### src/rtl/dbgx_pkg.sv
`timescale 1ns/1ps
package dbgx_pkg;

    typedef enum logic [2:0] {
        ST_OFF, ST_SYNC, ST_IDLE, ST_CMD, ST_ADDR, ST_WDAT, ST_DRAIN, ST_RDAT
    } st_t;

    typedef enum logic [2:0] {
        OP_NONE, OP_BUS, OP_BUS_ON, OP_BUS_OFF, OP_HALT, OP_RUN, OP_CHAN, OP_EXIT
    } op_t;

    localparam int SYNC_LEN = 5;

    function automatic logic [7:0] sync_byte(input logic [2:0] idx);
        case (idx)
            3'd0:    sync_byte = 8'h53;
            3'd1:    sync_byte = 8'h45;
            3'd2:    sync_byte = 8'h52;
            3'd3:    sync_byte = 8'h44;
            3'd4:    sync_byte = 8'h42;
            default: sync_byte = 8'h00;
        endcase
    endfunction

endpackage

### src/rtl/dbgx_cmd_dec.sv
`timescale 1ns/1ps
module dbgx_cmd_dec
    import dbgx_pkg::*;
(
    input  logic [7:0] code,
    output op_t        op,
    output logic [1:0] bit_sel,
    output logic       bit_val
);
    always_comb begin
        bit_sel = code[2:1];
        bit_val = code[0];
        case (code)
            8'h10:   op = OP_BUS;
            8'h35:   op = OP_BUS_ON;
            8'h34:   op = OP_BUS_OFF;
            8'h37:   op = OP_HALT;
            8'h36:   op = OP_RUN;
            8'h45:   op = OP_EXIT;
            8'h80, 8'h81, 8'h82, 8'h83, 8'h84, 8'h85: op = OP_CHAN;
            default: op = OP_NONE;
        endcase
    end
endmodule

### src/rtl/dbgx_addr_unit.sv
`timescale 1ns/1ps
module dbgx_addr_unit #(
    parameter bit WIDE = 1'b0
) (
    input  logic        clk,
    input  logic        rst_n,
    input  logic        clr,
    input  logic        shift_en,
    input  logic [7:0]  shift_byte,
    input  logic        inc,
    input  logic        bank_we,
    input  logic [7:0]  bank_din,
    output logic [31:0] eff_addr,
    output logic        is_bank,
    output logic [7:0]  bank_q
);
    localparam int AW = WIDE ? 32 : 16;

    logic [AW-1:0] ptr;

    always_ff @(posedge clk or negedge rst_n) begin
        if (!rst_n)        ptr <= '0;
        else if (clr)      ptr <= '0;
        else if (shift_en) ptr <= {ptr[AW-9:0], shift_byte};
        else if (inc)      ptr <= ptr + 1'b1;
    end

    generate
        if (WIDE) begin : g_wide
            assign bank_q   = 8'h00;
            assign is_bank  = 1'b0;
            assign eff_addr = ptr;
        end else begin : g_narrow
            logic [7:0] bank_r;
            always_ff @(posedge clk or negedge rst_n) begin
                if (!rst_n)       bank_r <= 8'h00;
                else if (bank_we) bank_r <= bank_din;
            end
            assign bank_q   = bank_r;
            assign is_bank  = (ptr == '0);
            assign eff_addr = {8'h00, bank_r, ptr};
        end
    endgenerate

    // each read byte advances the address by one
    assert_addr_inc_R7: assert property (@(posedge clk) disable iff (!rst_n)
        (inc && !clr && !shift_en) |=> (ptr == $past(ptr) + 1'b1));

endmodule

### src/rtl/dbgx_bridge.sv
`timescale 1ns/1ps
module dbgx_bridge
    import dbgx_pkg::*;
#(
    parameter logic [6:0] DEV_ADDR  = 7'h59,
    parameter bit         WIDE_ADDR = 1'b0
) (
    input  logic        clk,
    input  logic        rst_n,
    input  logic        i2c_start,
    input  logic [6:0]  i2c_dev,
    input  logic        i2c_rnw,
    input  logic        i2c_wvalid,
    input  logic [7:0]  i2c_wbyte,
    input  logic        i2c_rreq,
    input  logic        i2c_stop,
    output logic        i2c_ack,
    output logic        i2c_rvalid,
    output logic [7:0]  i2c_rbyte,
    output logic [31:0] bus_addr,
    output logic [7:0]  bus_wdata,
    output logic        bus_wr,
    output logic        bus_rd,
    input  logic [7:0]  bus_rdata,
    output logic [2:0]  chan,
    output logic        mcu_stop
);
    localparam int ABYTES = WIDE_ADDR ? 4 : 2;
    localparam int ACW    = $clog2(ABYTES);
    localparam logic [ACW-1:0] ALAST = ACW'(ABYTES - 1);

    st_t            state, nxt;
    logic           sel;
    logic [2:0]     sidx;
    logic [ACW-1:0] acnt;
    logic           en;
    logic [2:0]     chan_q;
    logic           halt_q;
    logic [7:0]     rb_q;
    logic           rv_q;

    op_t        op;
    logic [1:0] bsel;
    logic       bval;

    logic       dev_hit, wev, rev, cmd_ev;
    logic       a_clr, a_shift, a_inc, bank_we;
    logic       is_bank;
    logic [7:0] bank_q;
    logic [31:0] eff_addr;

    dbgx_cmd_dec u_dec (
        .code    (i2c_wbyte),
        .op      (op),
        .bit_sel (bsel),
        .bit_val (bval)
    );

    assign dev_hit = i2c_start && (i2c_dev == DEV_ADDR);
    assign wev     = i2c_wvalid && sel;
    assign rev     = i2c_rreq && sel;
    assign cmd_ev  = wev && (state == ST_CMD);
    assign a_clr   = cmd_ev && (op == OP_BUS);
    assign a_shift = wev && (state == ST_ADDR);
    assign a_inc   = rev && (state == ST_RDAT);
    assign bank_we = wev && (state == ST_WDAT) && en && is_bank;

    dbgx_addr_unit #(.WIDE(WIDE_ADDR)) u_addr (
        .clk        (clk),
        .rst_n      (rst_n),
        .clr        (a_clr),
        .shift_en   (a_shift),
        .shift_byte (i2c_wbyte),
        .inc        (a_inc),
        .bank_we    (bank_we),
        .bank_din   (i2c_wbyte),
        .eff_addr   (eff_addr),
        .is_bank    (is_bank),
        .bank_q     (bank_q)
    );

    // next state
    always_comb begin
        nxt = state;
        if (i2c_start) begin
            if (dev_hit) begin
                if (state == ST_OFF || state == ST_SYNC)
                    nxt = i2c_rnw ? ST_OFF : ST_SYNC;
                else
                    nxt = i2c_rnw ? ST_RDAT : ST_CMD;
            end else if (state == ST_SYNC) begin
                nxt = ST_OFF;
            end else if (state != ST_OFF) begin
                nxt = ST_IDLE;
            end
        end else if (i2c_stop) begin
            if (state == ST_SYNC)
                nxt = (sidx == 3'(SYNC_LEN)) ? ST_IDLE : ST_OFF;
            else if (state != ST_OFF)
                nxt = ST_IDLE;
        end else if (wev) begin
            unique case (state)
                ST_CMD: begin
                    if (op == OP_BUS)       nxt = ST_ADDR;
                    else if (op == OP_EXIT) nxt = ST_OFF;
                    else                    nxt = ST_DRAIN;
                end
                ST_ADDR: if (acnt == ALAST) nxt = ST_WDAT;
                ST_OFF, ST_SYNC, ST_IDLE, ST_WDAT, ST_DRAIN, ST_RDAT: nxt = state;
            endcase
        end
    end

    // state register
    always_ff @(posedge clk or negedge rst_n) begin
        if (!rst_n) state <= ST_OFF;
        else        state <= nxt;
    end

    // control and data registers
    always_ff @(posedge clk or negedge rst_n) begin
        if (!rst_n) begin
            sel    <= 1'b0;
            sidx   <= '0;
            acnt   <= '0;
            en     <= 1'b0;
            chan_q <= 3'b000;
            halt_q <= 1'b0;
            rb_q   <= 8'h00;
            rv_q   <= 1'b0;
        end else begin
            if (i2c_start)     sel <= dev_hit;
            else if (i2c_stop) sel <= 1'b0;

            if (dev_hit && !i2c_rnw)
                sidx <= '0;
            else if (wev && state == ST_SYNC) begin
                if (sidx < 3'(SYNC_LEN) && i2c_wbyte == sync_byte(sidx))
                    sidx <= sidx + 1'b1;
                else
                    sidx <= 3'd7;
            end

            if (a_clr)        acnt <= '0;
            else if (a_shift) acnt <= acnt + 1'b1;

            if (cmd_ev) begin
                case (op)
                    OP_BUS_ON:           en <= 1'b1;
                    OP_BUS_OFF, OP_EXIT: en <= 1'b0;
                    OP_HALT:             halt_q <= 1'b1;
                    OP_RUN:              halt_q <= 1'b0;
                    OP_CHAN:             chan_q[bsel] <= bval;
                    default: ;
                endcase
            end

            rv_q <= rev;
            if (rev)
                rb_q <= (state == ST_RDAT && en) ? (is_bank ? bank_q : bus_rdata) : 8'h00;
        end
    end

    // outputs
    always_comb begin
        i2c_ack = 1'b0;
        if (i2c_start)
            i2c_ack = dev_hit;
        else if (wev)
            i2c_ack = !(state == ST_CMD && op == OP_EXIT);
        bus_wr     = wev && (state == ST_WDAT) && en && !is_bank;
        bus_rd     = rev && (state == ST_RDAT) && en && !is_bank;
        bus_wdata  = i2c_wbyte;
        bus_addr   = eff_addr;
        chan       = chan_q;
        mcu_stop   = halt_q;
        i2c_rvalid = rv_q;
        i2c_rbyte  = rb_q;
    end

    // no bus traffic while locked
    assert_locked_quiet_R1: assert property (@(posedge clk) disable iff (!rst_n)
        (state == ST_OFF || state == ST_SYNC) |-> !(bus_wr || bus_rd));

    // strobes only while enabled
    assert_strobe_enabled_R5: assert property (@(posedge clk) disable iff (!rst_n)
        (bus_wr || bus_rd) |-> en);

    // write and read never together
    assert_one_strobe_R6: assert property (@(posedge clk) disable iff (!rst_n)
        !(bus_wr && bus_rd));

    // a bus read is answered on the next cycle
    assert_rd_answer_R7: assert property (@(posedge clk) disable iff (!rst_n)
        bus_rd |=> i2c_rvalid);

    // channel moves only on a command byte
    assert_chan_hold_R3: assert property (@(posedge clk) disable iff (!rst_n)
        !cmd_ev |=> $stable(chan));

    // halt command raises MCU stop
    assert_halt_R4: assert property (@(posedge clk) disable iff (!rst_n)
        (cmd_ev && op == OP_HALT) |=> mcu_stop);

    // exit relocks and disables
    assert_exit_lock_R9: assert property (@(posedge clk) disable iff (!rst_n)
        (cmd_ev && op == OP_EXIT) |=> (state == ST_OFF && !en));

endmodule

### config.mk
export PLATFORM = sky130hd
export DESIGN_NAME = dbgx_bridge
export DESIGN_NICKNAME = d
export VERILOG_FILES = /design/src/rtl/dbgx_pkg.sv /design/src/rtl/dbgx_cmd_dec.sv /design/src/rtl/dbgx_addr_unit.sv /design/src/rtl/dbgx_bridge.sv
export SDC_FILE = /design/constraint.sdc
export NUM_CORES = 1
export LEC_CHECK = 0
export BUFFER_PORTS_ARGS = -buffer_cell sky130_fd_sc_hd__buf_2
export CORE_MARGIN = 4
export CORE_UTILIZATION = 35
export CTS_BUF_LIST = sky130_fd_sc_hd__clkbuf_4
export DETAILED_ROUTE_END_ITERATION = 8
export GPL_ROUTABILITY_DRIVEN = 0
export PLACE_DENSITY = 0.58
export SETUP_SLACK_MARGIN = 0.1
export SLEW_MARGIN = 20
export SYNTH_ARGS = -nofsm -noshare
export SYNTH_HDL_FRONTEND = slang
export SYNTH_SLANG_ARGS = --single-unit
export TNS_END_PERCENT = 1
### constraint.sdc
create_clock -name clk -period 2 [get_ports clk]
set_clock_uncertainty 0.1 [all_clocks]
set_input_delay 0.1 -clock clk [delete_from_list [all_inputs] [get_ports clk]]
set_output_delay 0.1 -clock clk [all_outputs]
set_load 0.01 [all_outputs]
== After elaboration in Yosys (flattened, before gate mapping) ==
Cells that the tools add are included.

* Add/subtract/negate cells: 3
* Multiply operators: 0
* Div/mod/pow operators: 0
* Magnitude comparators: 3
* Eq/ne operators: 35
* Shifts and indexed selects: 0
* Multiplexer cells: 38
* Bitwise gates (word level): 0
* Reduce and logical (&&, ||, !) cells: 41

{| class="wikitable"
|+ Operators by type and width
! operator !! number
|-
| 8-bit == test (second input constant) || 6
|-
| 16-bit 2-to-1 mux || 3
|-
| 3-bit 2-to-1 mux || 15
|-
| 7-bit case mux with 5 select lines || 1
|-
| 8-bit by 6-bit == test with 1-bit output (second input constant) || 4
|-
| 8-bit 2-to-1 mux || 4
|-
| 3-bit == test (second input constant) || 10
|-
| 3-bit case mux with 7 select lines || 1
|-
| 1-bit logical AND || 19
|-
| 3-bit by 2-bit == test with 1-bit output (second input constant) || 6
|-
| 16-bit by 1-bit adder with 16-bit output (second input constant) || 1
|-
| 16-bit logical NOT || 1
|-
| 6-bit OR reduction || 2
|-
| 2-bit nonzero test || 5
|-
| 3-bit by 1-bit == test with 1-bit output (second input constant) || 3
|-
| 3-bit nonzero test || 3
|-
| 8-bit by 5-bit == test with 1-bit output (second input constant) || 1
|-
| 8-bit by 7-bit == test with 1-bit output (second input constant) || 1
|-
| 8-bit == test || 1
|-
| 1-bit 2-to-1 mux || 8
|-
| 7-bit == test (second input constant) || 1
|-
| 3-bit logical NOT || 2
|-
| 3-bit case mux with 2 select lines || 1
|-
| 2-bit AND reduction || 3
|-
| 15 further kinds || 18
|}

* Register bits after elaboration: 46
* Latch bits: 0
* RAM bits: 0
* ROM bits: 0
* Input port bits: 30
* Output and inout bits: 56
* Logic and storage cells: 131
* Memories: 0

== Depth between registers and ports, before layout ==
Gate-level depths: netlist of run 1.

* Depth after elaboration: 10
* Gate-level depth with buffers: 8
* Depth with buffers taken out: 7

== By module ==
A second synthesis of run 1 with hierarchy kept.

* Cells, all modules: 330
* Area, all modules: 3,031.7 µm²

{| class="wikitable"
|+ By module, submodules not included
! module !! instances !! cells each !! area an instance (µm²) !! sequential area each (µm²)
|-
| dbgx_addr_unit || 1 || 150 || 1,457.6 || 600.6
|-
| dbgx_bridge || 1 || 163 || 1,435.1 || 550.5
|-
| dbgx_cmd_dec || 1 || 17 || 138.9 || 0.0
|}

== Worst setup path before layout of run 1 ==
No wires, ideal clock.

* Path type: register to register
* Start point: register u_addr.ptr[0]
* End point: register u_addr.g_narrow.bank_r[0], in the netlist u_addr.bank_q[0]
* Library setup time: 0.125 ns
* Arrival: 1.918 ns
* Required time: 1.775 ns
* Slack: -0.143 ns
* Stages on the path, launching flop included: 8
* Period minus slack after synthesis: 2.143 ns
* Cell sequence: dfrtp_1 -> inv_1 -> ha_1 -> nor4b_2 -> nand4_1 -> or4b_1 -> buf_4 -> mux2_4

* Word-level cells in the longest chain between the ends: 2

{| class="wikitable"
|+ Ends and longest elaborated chain
! element !! line !! source
|-
| from (decl) || dbgx_addr_unit.sv:19 || <nowiki>logic [AW-1:0] ptr;</nowiki>
|-
| from (signal assigned) || dbgx_addr_unit.sv:24 || <nowiki>else if (shift_en) ptr <= {ptr[AW-9:0], shift_byte};</nowiki>
|-
| from (signal assigned) || dbgx_addr_unit.sv:25 || <nowiki>else if (inc) ptr <= ptr + 1'b1;</nowiki>
|-
| 16-bit logical NOT || dbgx_addr_unit.sv:40 || <nowiki>assign is_bank = (ptr == '0);</nowiki>
|-
| 1-bit logical AND || dbgx_bridge.sv:66 || <nowiki>assign bank_we = wev && (state == ST_WDAT) && en && is_bank;</nowiki>
|-
| to (signal assigned) || dbgx_addr_unit.sv:37 || <nowiki>else if (bank_we) bank_r <= bank_din;</nowiki>
|-
| to (decl) || dbgx_addr_unit.sv:34 || <nowiki>logic [7:0] bank_r;</nowiki>
|}

No other way between the ends.
A chain may end at the register's enable or synchronous reset.

== Worst setup path in the final report of run 1 ==
* Start point: register u_addr.ptr[0]
* End point: register u_addr.g_narrow.bank_r[5], in the netlist u_addr.bank_q[5]

The elaborated chain is that of the path after synthesis.

==> impl_metrics.csv, run 1 <==
group,metric,value,unit
power_and_ir_drop,p_leak,2.00,nW
timing,slew_viol_final,0,
drt,via_per_inst,5.33,
placed_design,dp_slack,-0.143,ns
flow_run,cap_viol_max_count,0,
timing,finalHoldViolCount,0,
timing,fin_crit,2.16,ns
cells_and_area,final_layout_size_suffix_gt1_share,38.7,%
timing,final.setup.tns,-1.15,ns
global_route,use_met3,3.30,%
drt,drt-total-wl,9060,um
run_status,outcome,"finished with violations",
clocking,clk_pin_slew,0.14,ns
clocking,cts_sinks,46,
drt,num_vias,2929,
synth,synth_area_leader_cell,"dfrtp_1",
drt,ant_nets,0,
synth,ys_seq_area_share,39.2,%
critical_path,critical_path_required,2.17,ns
global_route,grt_pass1_wl,14600,um
timing,setup_slack,-0.159,ns
placed_design,placed_cell_area,0.00361,mm^2
cells_and_area,seq_area,0.00115,mm^2
power_and_ir_drop,seq_power_share,54.7,%
timing,setup_violations,9,
power_and_ir_drop,clock_power_share,34.9,%
cells_and_area,nets,480,
power_and_ir_drop,power.density,419,mW/mm^2
floorplanning,rows,33,
power_and_ir_drop,ir_drop,0.000224,V
cells_and_area,layout.cells.non_filler,550,
power_and_ir_drop,sw_frac_of_total,25.2,%
synth,synth.top_cell.area_share,39.2,%
global_route,gr-usage-met1,23.6,%
critical_path,crit_fanout,9,
cells_and_area,diodes,0,
synth,netlist_instances,322,
synth,synth_area,0.00294,mm^2
synth,syn_area_per_cell,9.12,um^2
clocking,cts_tree,"done",
cells_and_area,final_area,0.00407,mm^2
clocking,cts-buffers-inserted,5,
floorplanning,ios,86,
placed_design,place_hpwl,6420,um
timing,fin_hold_ws,0.0209,ns
floorplanning,dieArea,0.00992,mm^2
cells_and_area,layout_commonest_cell,"buf_2",
synth,synth_cell_types,57,
synth,ys_warn_count,0,
floorplanning,core-area,0.00818,mm^2
timing,fmax,463,MHz
timing,relSlewSlack,59.0,%
floorplanning,chipWidth,99.6,um
synth,ys_top_cells_by_area,"dfrtp_1, buf_4, mux2_4, o21ai_1, nand2_1",
critical_path,start_kind,"flip-flop",
cells_and_area,syn_to_final_growth,38.7,%
power_and_ir_drop,pwr-share-comb,10.4,%
critical_path,crit_type,"reg2reg",
critical_path,cp.arrival,2.33,ns
floorplanning,start_util,35.9,%
timing,rsz0062_at_grt,"yes",
global_route,grt_pass1_vias,2853,
floorplanning,die_y,99.6,um
global_route,grt_max_degree,47,
global_route,antenna_found_initial,0,
cells_and_area,fillers,814,
global_route,use_met2,31.8,%
global_route,grt.total_usage,18.1,%
worst_hold_path,hold_class,"in2reg",
clocking,cts_max_level,2,
cells_and_area,utilization,49.8,%
timing,finalCritPeriodShare,108,%
global_route,grt_busiest_layer,"met2",
clocking,cts-root-buf,"clkbuf_4",
cells_and_area,multi_input_area,0.00169,mm^2
synth,synth_seq_cells,46,
drt,post_drt_wl_per_cell,16.5,um
drt,first_pass_iters,4,
timing,worstMarginPinSlew,0.615,ns
global_route,grt-ovfl-total,0,
clocking,cts.path.max_buffers,2,
clocking,clk_latency,0.37,ns
drt,drt_iter0_markers,124,
placed_design,io_buffer_count,77,
cells_and_area,most-common-layout-cells,"buf_2, dfrtp_1, buf_4, nand2_1, o21ai_1",
power_and_ir_drop,switchingPower,430,uW
synth,ys.flop_type,"dfrtp_1",
synth,synthArstFlopShare,100,%
power_and_ir_drop,cellInternalPower,1.28,mW
placed_design,dp.cells,520,
drt,drc,0,
critical_path,setup.worst_path.end_class,"flip-flop",
synth,synth_edf_count,0,
run_status,violations,"negative setup slack",
power_and_ir_drop,finalPower,1.71,mW
[sequential cells by signal (all words and copies together) (netlist names)]
register and count:
u_addr.ptr 16, i2c_rbyte 8, u_addr.bank_q 8, chan 3, sidx 3, state 3
acnt 1, en 1, i2c_rvalid 1, mcu_stop 1, sel 1
[power by group through the flow]
stage,clock network (mW),registers [mW],logic (mW)
after floorplan,0,0.952,0.0725
after global placement,0,0.951,0.140
after detailed placement,0,0.951,0.140
after CTS,0.617,0.934,0.172
after global routing,0.657,0.935,0.195
final,0.597,0.934,0.178
[synth_stat cells, types with 3 or more instances]
master    count
o211ai_1      6
mux2_1        4
inv_1         7
mux2i_1       8
and2_1        3
buf_2        10
o21ai_0       6
mux2_4        7
a21o_1        3
o21ai_1      21
clkbuf_1     10
nand4_1       6
nor3b_1       3
nand3b_1      5
a31oi_1       9
nand3_1      11
o211a_1       4
or3_1         5
nand2_1      25
nor2_1       24
a221o_1       4
ha_1          6
and3_1        6
nor3_1        8
buf_4        17
a21oi_1      10
dfrtp_1      46
o22ai_1       3
nand4b_1      3
nor4_1        8
[layout make-up]
class,count,area share (%)
tap,105,3.22
multi-input combinational,237,41.5
inverter,9,0.829
clock buffer,5,0.921
timing repair buffer,145,24.1
sequential,46,28.3
clock inverter,3,1.07
[timing repair]
action	in CTS	in global routing
buffers inserted	1	0
resized for setup	4	37
hold endpoints to repair	65	0
hold buffers	21	0
pin swaps	1	8
setup endpoints to repair	24	36
[per-layer routing]
metal / up-vias / share of wire [%]
met5: - / 0
met4: 0 / 0.78
met3: 9 / 6.3
met2: 99 / 50
met1: 1401 / 43
li1: 1420 / -
[logic make-up after synthesis]
family                     count (synthesis)  synth area share, %
other                                      1                0.128
buffers and inverters                     46                 8.48
muxes                                     20                 8.22
xor gates and xnor gates                   2                0.596
DFF                                       46                 39.2
and+or+nand+nor                          122                 23.2
AOI/OAI and AO/OA                         79                 17.6
adders and majority gates                  6                 2.56
[worst paths after layout]
check	startpoint	end	slack, ns	cells past startpoint
max	u_addr.ptr[0]$_DFFE_PN0P_	u_addr.bank_q[5]$_DFFE_PN0P_	-0.16	7
min	i2c_wbyte[2]	u_addr.ptr[2]$_DFFE_PN0P_	0.02	3
max reg2reg	u_addr.ptr[0]$_DFFE_PN0P_	u_addr.bank_q[5]$_DFFE_PN0P_	-0.16	7
min reg2reg	i2c_rbyte[3]$_DFFE_PN0P_	i2c_rbyte[3]$_DFFE_PN0P_	0.40	2
max in group asynchronous	rst_n	u_addr.ptr[1]$_DFFE_PN0P_	1.11	3
min in group asynchronous	rst_n	state[1]$_DFFE_PN0P_	0.23	3
[worst max-delay path, cell delays in order (launching register included)]
cell and delay, ns:
dfrtp_2 0.44, inv_2 0.05, ha_1 0.13, nor4b_2 0.18, nand4_1 0.18, or4b_4 0.52, buf_6 0.16, mux2_4 0.29
Note: power is estimated with default switching activity, not from simulation.
==> run 2, diff against run 1 <==
--- a/config.mk
+++ b/config.mk
@@ -5,13 +5,14 @@
 export SDC_FILE = /design/constraint.sdc
 export NUM_CORES = 1
 export LEC_CHECK = 0
+export ABC_AREA = 1
 export BUFFER_PORTS_ARGS = -buffer_cell sky130_fd_sc_hd__buf_2
 export CORE_MARGIN = 4
 export CORE_UTILIZATION = 35
 export CTS_BUF_LIST = sky130_fd_sc_hd__clkbuf_4
 export DETAILED_ROUTE_END_ITERATION = 8
 export GPL_ROUTABILITY_DRIVEN = 0
-export PLACE_DENSITY = 0.58
+export PLACE_DENSITY = 0.57
 export SETUP_SLACK_MARGIN = 0.1
 export SLEW_MARGIN = 20
 export SYNTH_ARGS = -nofsm -noshare
==> run 2 against run 1 <==
Against the previous run:
- the run now ends clean
- clock power shrank 17%
- core utilization shrank 5.7 points
- global-route usage decreased by 0.58 points
- total power is 3.8% higher
- final area increased by 0.12%
- fmax up 16%
- sequential share of layout area hardly changed
- wire length up 5.4%
- clock-buffer cell count did not move
- critical path type is now reg2out
- non-clock buffer count fell by 41
==> impl_metrics.csv, run 2 <==
group,metric,value,unit
run_status,outcome,"complete, no violations",
critical_path,crit_fanout,3,
synth,synth_area_leader_cell,"dfrtp_1",
critical_path,critical_path_required,1.80,ns
drt,first_pass_iters,6,
power_and_ir_drop,sw_frac_of_total,32.2,%
timing,rsz0062_at_grt,"yes",
cells_and_area,syn_to_final_growth,22.8,%
critical_path,setup.worst_path.end_class,"output pin",
drt,drc,0,
synth,netlist_instances,496,
clocking,clk_pin_slew,0.17,ns
cells_and_area,seq_area,0.00115,mm^2
cells_and_area,utilization,44.1,%
drt,ant_nets,0,
floorplanning,start_util,36.0,%
critical_path,start_kind,"flip-flop",
timing,slew_viol_final,0,
power_and_ir_drop,power.density,435,mW/mm^2
synth,ys_seq_area_share,34.7,%
timing,final.setup.tns,0,ns
cells_and_area,most-common-layout-cells,"nand2_1, buf_2, inv_1, nand3_1, nor2_1",
global_route,antenna_found_initial,0,
placed_design,place_hpwl,7330,um
global_route,grt_pass1_vias,3284,
power_and_ir_drop,clock_power_share,27.8,%
critical_path,crit_type,"reg2out",
drt,num_vias,3420,
cells_and_area,multi_input_area,0.00179,mm^2
floorplanning,rows,35,
global_route,grt.total_usage,17.5,%
timing,relSlewSlack,64.1,%
clocking,cts-root-buf,"clkbuf_4",
timing,setup_violations,0,
cells_and_area,final_area,0.00408,mm^2
placed_design,placed_cell_area,0.00377,mm^2
clocking,cts_sinks,46,
synth,synth.top_cell.area_share,34.7,%
synth,ys_top_cells_by_area,"dfrtp_1, nand2_1, nand3_1, inv_1, nor2_1",
power_and_ir_drop,p_leak,2.20,nW
timing,finalCritPeriodShare,92.7,%
timing,fmax,539,MHz
synth,ys_warn_count,0,
cells_and_area,largest_reg_flops,16,
synth,synth_cell_types,31,
timing,fin_crit,1.85,ns
drt,drt-total-wl,9560,um
synth,synth_edf_count,0,
worst_hold_path,hold_class,"in2reg",
timing,finalHoldViolCount,0,
global_route,grt_pass1_wl,16100,um
clocking,cts-buffers-inserted,5,
critical_path,r2r_slack,0.22,ns
synth,synthArstFlopShare,100,%
power_and_ir_drop,ir_drop,0.000282,V
drt,drt_iter0_markers,201,
synth,syn_area_per_cell,6.70,um^2
power_and_ir_drop,seq_power_share,54.2,%
cells_and_area,fillers,967,
critical_path,cp.arrival,1.65,ns
floorplanning,die_y,105,um
synth,synth_common_cells,"nand2_1, inv_1, nor2_1",
synth,synth_area,0.00332,mm^2
drt,via_per_inst,4.74,
cells_and_area,final_layout_size_suffix_gt1_share,24.5,%
power_and_ir_drop,switchingPower,571,uW
drt,post_drt_wl_per_cell,13.3,um
cells_and_area,layout_commonest_cell,"nand2_1",
floorplanning,dieArea,0.0111,mm^2
timing,worstMarginPinSlew,0.538,ns
cells_and_area,largest_register,"u_addr.ptr",
floorplanning,core-area,0.00924,mm^2
power_and_ir_drop,pwr-share-comb,18.0,%
synth,yosysMostFrequentCell,"nand2_1",
floorplanning,chipWidth,105,um
global_route,grt_max_degree,26,
cells_and_area,diodes,0,
floorplanning,ios,86,
clocking,cts_tree,"done",
power_and_ir_drop,cellInternalPower,1.20,mW
synth,ys.flop_type,"dfrtp_1",
cells_and_area,nets,627,
placed_design,io_buffer_count,77,
synth,synth_seq_cells,46,
clocking,cts.path.max_buffers,2,
clocking,cts_max_level,2,
flow_run,cap_viol_max_count,0,
global_route,grt-ovfl-total,0,
clocking,clk_latency,0.38,ns
[run 2: cell types whose count changed in the layout (fill, tap and decap cells not counted), sizes merged, moves of 8 or more]
cell	change
nand2	+140
inv	+59
nand3	+40
buf	-39
nor2	+32
o21ai	+18
mux2	-12
a31oi	-9
mux2i	-8
nand4	+8
[run 2: final timing paths]
path | from | end | depth (start not counted)
hold reg to reg | i2c_rbyte[1]$_DFFE_PN0P_ | i2c_rbyte[1]$_DFFE_PN0P_ | 2
setup / recovery | u_addr.ptr[1]$_DFFE_PN0P_ | bus_rd | 8
max in group asynchronous | rst_n | u_addr.ptr[7]$_DFFE_PN0P_ | 3
hold / removal | i2c_wbyte[6] | u_addr.bank_q[6]$_DFFE_PN0P_ | 3
min in group asynchronous | rst_n | u_addr.bank_q[7]$_DFFE_PN0P_ | 2
setup reg to reg | state[1]$_DFFE_PN0P_ | u_addr.ptr[4]$_DFFE_PN0P_ | 7
[run 2: worst max-delay path: stages, from the launching register on]
cell	delay, ns
dfrtp_1	0.42
inv_1	0.11
ha_1	0.15
nand4_1	0.13
nor2_2	0.12
nand2_2	0.08
inv_2	0.08
nor3_2	0.05
buf_2	0.15
[run 2: cells by family (layout without fill, tap and decap cells)]
kind of cell / Yosys count / in the layout / synth area share (%)
AOI/OAI and AO/OA: 54 / 54 / 9.57
xor gates and xnor gates: 3 / 3 / 0.791
adders and majority gates: 6 / 6 / 2.26
buffers and inverters: 92 / 181 / 13.2
DFF: 46 / 46 / 34.7
other: 1 / 8 / 0.113
and+or+nand+nor: 294 / 294 / 39.4
[run 2: area by class of cell]
cell class	instances	area share, %
multi-input cells	365	43.9
well taps	129	3.96
inverters	69	6.44
clock buffers	5	0.920
clock inverters	3	0.583
flip-flops and latches	46	28.3
repair buffers	104	16.0
[run 2: power by group through the flow]
stage,registers (mW),logic [mW],clock network [mW]
after detailed placement,0.979,0.285,0
final,0.962,0.319,0.493
after global routing,0.965,0.361,0.550
after floorplan,0.979,0.182,0
after CTS,0.961,0.316,0.512
after global placement,0.978,0.283,0
[run 2: through the flow]
| step | std cells | hold WS (ns) | power [mW] | setup WS [ns] |
|---|---|---|---|---|
| after floorplan | 503 | -0.296 | 1.16 | 0.389 |
| after global placement | 692 | 0.00212 | 1.26 | 0.226 |
| after detailed placement | 692 | 0.0107 | 1.26 | 0.194 |
| after CTS | 721 | 0.00748 | 1.79 | 0.110 |
| after global routing | 721 | 0.00642 | 1.88 | 0.0106 |
| final | 721 | 0.00165 | 1.77 | 0.146 |
[run 2: layer usage]
layer,GRT usage (%),part of all wire (%),vias up
li1,-,-,1741
met1,24.2,46,1560
met2,28.7,47,111
met3,3.00,6.0,8
met4,4.12,0.95,0
met5,0,0,-
[run 2: repair_timing]
action	CTS	global route
setup buffers	2	0
setup endpoints to repair	2	15
gates resized for setup	4	12
hold endpoints to repair	45	0
pin swaps	0	1
hold buffers	19	0
==> run 3, diff against run 2 <==
--- a/config.mk
+++ b/config.mk
@@ -7,6 +7,7 @@
 export LEC_CHECK = 0
 export ABC_AREA = 1
 export BUFFER_PORTS_ARGS = -buffer_cell sky130_fd_sc_hd__buf_2
+export CORE_ASPECT_RATIO = 1.2
 export CORE_MARGIN = 4
 export CORE_UTILIZATION = 35
 export CTS_BUF_LIST = sky130_fd_sc_hd__clkbuf_4
==> run 3 against run 2 <==
Against the previous run:
- total power rose by 0.64%
- clock power rose by 0.8%
- flip-flop and latch count did not move
- via count rose by 1.2%
- worst hold slack improved by 0.025 ns
- sequential share of layout area fell by 0.14 points
- core utilization rose by 0.53 points
- critical path type unchanged
- combinational power rose by 2%
- clock-buffer cell count did not move
- largest power group unchanged
- fmax rose by 1.1%
==> impl_metrics.csv, run 3 (synthesis gave the netlist of run 2 again) <==
group,metric,value,unit
drt,drt-total-wl,9590,um
power_and_ir_drop,power.density,435,mW/mm^2
global_route,gr-usage-met1,23.3,%
critical_path,rr_endpoint,"u_addr.ptr[10]$_DFFE_PN0P_",
global_route,use_met2,31.1,%
run_status,outcome,"complete, no violations",
critical_path,start_kind,"flip-flop",
floorplanning,ios,86,
clocking,cts-buffers-inserted,5,
cells_and_area,final_area,0.00410,mm^2
global_route,antenna_found_initial,0,
timing,slew_viol_final,0,
critical_path,critical_path_required,1.80,ns
timing,finalCritPeriodShare,91.7,%
worst_hold_path,holdPathStages,3,
clocking,cts-root-buf,"clkbuf_4",
floorplanning,core-area,0.00918,mm^2
global_route,use_met3,2.80,%
critical_path,setup.worst_path.end_class,"output pin",
clocking,cts_max_level,2,
timing,setup_violations,0,
timing,rsz0062_at_grt,"yes",
critical_path,crit_type,"reg2out",
cells_and_area,utilization,44.7,%
drt,first_pass_iters,5,
timing,fin_crit,1.83,ns
worst_hold_path,hold_class,"in2reg",
timing,finalHoldViolCount,0,
cells_and_area,layout_commonest_cell,"nand2_1",
critical_path,r2r_cells,9,
cells_and_area,largest_reg_flops,16,
drt,num_vias,3460,
critical_path,cp.arrival,1.63,ns
critical_path,r2r_slack,0.26,ns
cells_and_area,most-common-layout-cells,"nand2_1, buf_2, inv_1, nand3_1, nor2_1",
global_route,grt_busiest_layer,"met2",
cells_and_area,diodes,0,
drt,drt_iter0_markers,145,
flow_run,cap_viol_max_count,0,
timing,fin_hold_ws,0.0263,ns
clocking,cts.path.max_buffers,2,
clocking,clk_pin_slew,0.16,ns
global_route,grt_pass1_wl,16500,um
critical_path,r2r_start,"u_addr.ptr[0]$_DFFE_PN0P_",
power_and_ir_drop,p_leak,2.20,nW
clocking,clk_latency,0.38,ns
drt,via_per_inst,4.85,
drt,drc,0,
drt,ant_nets,0,
clocking,cts_tree,"done",
global_route,grt-ovfl-total,0,
global_route,grt.total_usage,17.8,%
cells_and_area,fillers,960,
placed_design,io_buffer_count,77,
timing,final.setup.tns,0,ns
cells_and_area,nets,629,
floorplanning,die_y,115,um
floorplanning,start_util,36.2,%
cells_and_area,largest_register,"u_addr.ptr",
floorplanning,chipWidth,96.9,um
placed_design,place_hpwl,7400,um
placed_design,placed_cell_area,0.00376,mm^2
global_route,grt_max_degree,47,
power_and_ir_drop,ir_drop,0.000180,V
drt,post_drt_wl_per_cell,13.4,um
timing,fmax,545,MHz
floorplanning,dieArea,0.0111,mm^2
power_and_ir_drop,finalPower,1.79,mW
clocking,cts_sinks,46,
cells_and_area,syn_to_final_growth,23.4,%
worst_hold_path,holdPathEnd,"u_addr.bank_q[0]$_DFFE_PN0P_",
cells_and_area,final_layout_size_suffix_gt1_share,25.1,%
critical_path,crit_fanout,5,
floorplanning,rows,38,
worst_hold_path,hp-start,"i2c_wbyte[0]",
global_route,grt_pass1_vias,3400,
run 3: cell count changes in the layout (fill, tap and decap cells not counted):
cell	previous run	this run
buf_2	76	77
clkbuf_4	6	5
clkinv_4	0	1
clkinvlp_4	3	2
dlygate4sd3_1	19	21
ha_1	6	5
ha_4	0	1
inv_1	58	55
inv_2	10	13
run 3: how the worst max path moves through the flow:
| stage | from | end | slack [ns] | cells after the start |
|---|---|---|---|---|
| floorplan | u_addr.ptr[0]$_DFFE_PN0P_ | u_addr.bank_q[6]$_DFFE_PN0P_ | 0.39 | 10 |
| CTS | i2c_wbyte[1] | i2c_ack | 0.13 | 9 |
| detailed placement | u_addr.ptr[0]$_DFFE_PN0P_ | u_addr.bank_q[4]$_DFFE_PN0P_ | 0.22 | 9 |
| global route | state[0]$_DFFE_PN0P_ | bus_wr | 0.03 | 7 |
| finish | state[1]$_DFFE_PN0P_ | bus_wr | 0.17 | 6 |
| global placement | u_addr.ptr[0]$_DFFE_PN0P_ | u_addr.bank_q[5]$_DFFE_PN0P_ | 0.22 | 9 |
run 3: power by group:
group          total, mW  internal (mW)  switching [mW]
combinational      0.325          0.120           0.205
clock              0.497          0.144           0.352
sequential         0.963          0.944          0.0197
run 3: per-stage QoR:
step | worst slack [ns] | cells
after detailed placement | 0.220 | 683
after global placement | 0.220 | 683
after CTS | 0.126 | 714
final | 0.166 | 714
after floorplan | 0.389 | 503
after global routing | 0.0258 | 714
run 3: metal layers:
layer | wire length [um] | vias to the layer above
li1 | - | 1744
met1 | 4140 | 1620
met2 | 4910 | 92
met3 | 486 | 4
met4 | 59 | 0
met5 | 0 | -
run 3: layout make-up:
type | instances | area [um^2] | share of cell area (%)
multi-input cells | 365 | 1800 | 44.0
flip-flops and latches | 46 | 1150 | 28.1
repair buffers | 106 | 668 | 16.3
inverters | 69 | 263 | 6.41
well taps | 120 | 150 | 3.66
clock buffers | 5 | 37.5 | 0.916
clock inverters | 3 | 25.0 | 0.611
run 3: critical path, stage by stage, from the launching register on:
cell	delay (ns)
dfrtp_1	0.47
nor2_4	0.16
inv_1	0.08
nor4_4	0.18
inv_1	0.06
nor2_1	0.15
buf_2	0.16
run 3: timing repair:
| action | in CTS | in global routing |
|---|---|---|
| hold endpoints to repair | 65 | 0 |
| setup endpoints to repair | 2 | 11 |
| pin swaps | 0 | 3 |
| resized for setup | 3 | 17 |
| hold buffers | 21 | 0 |
| buffers inserted | 2 | 0 |
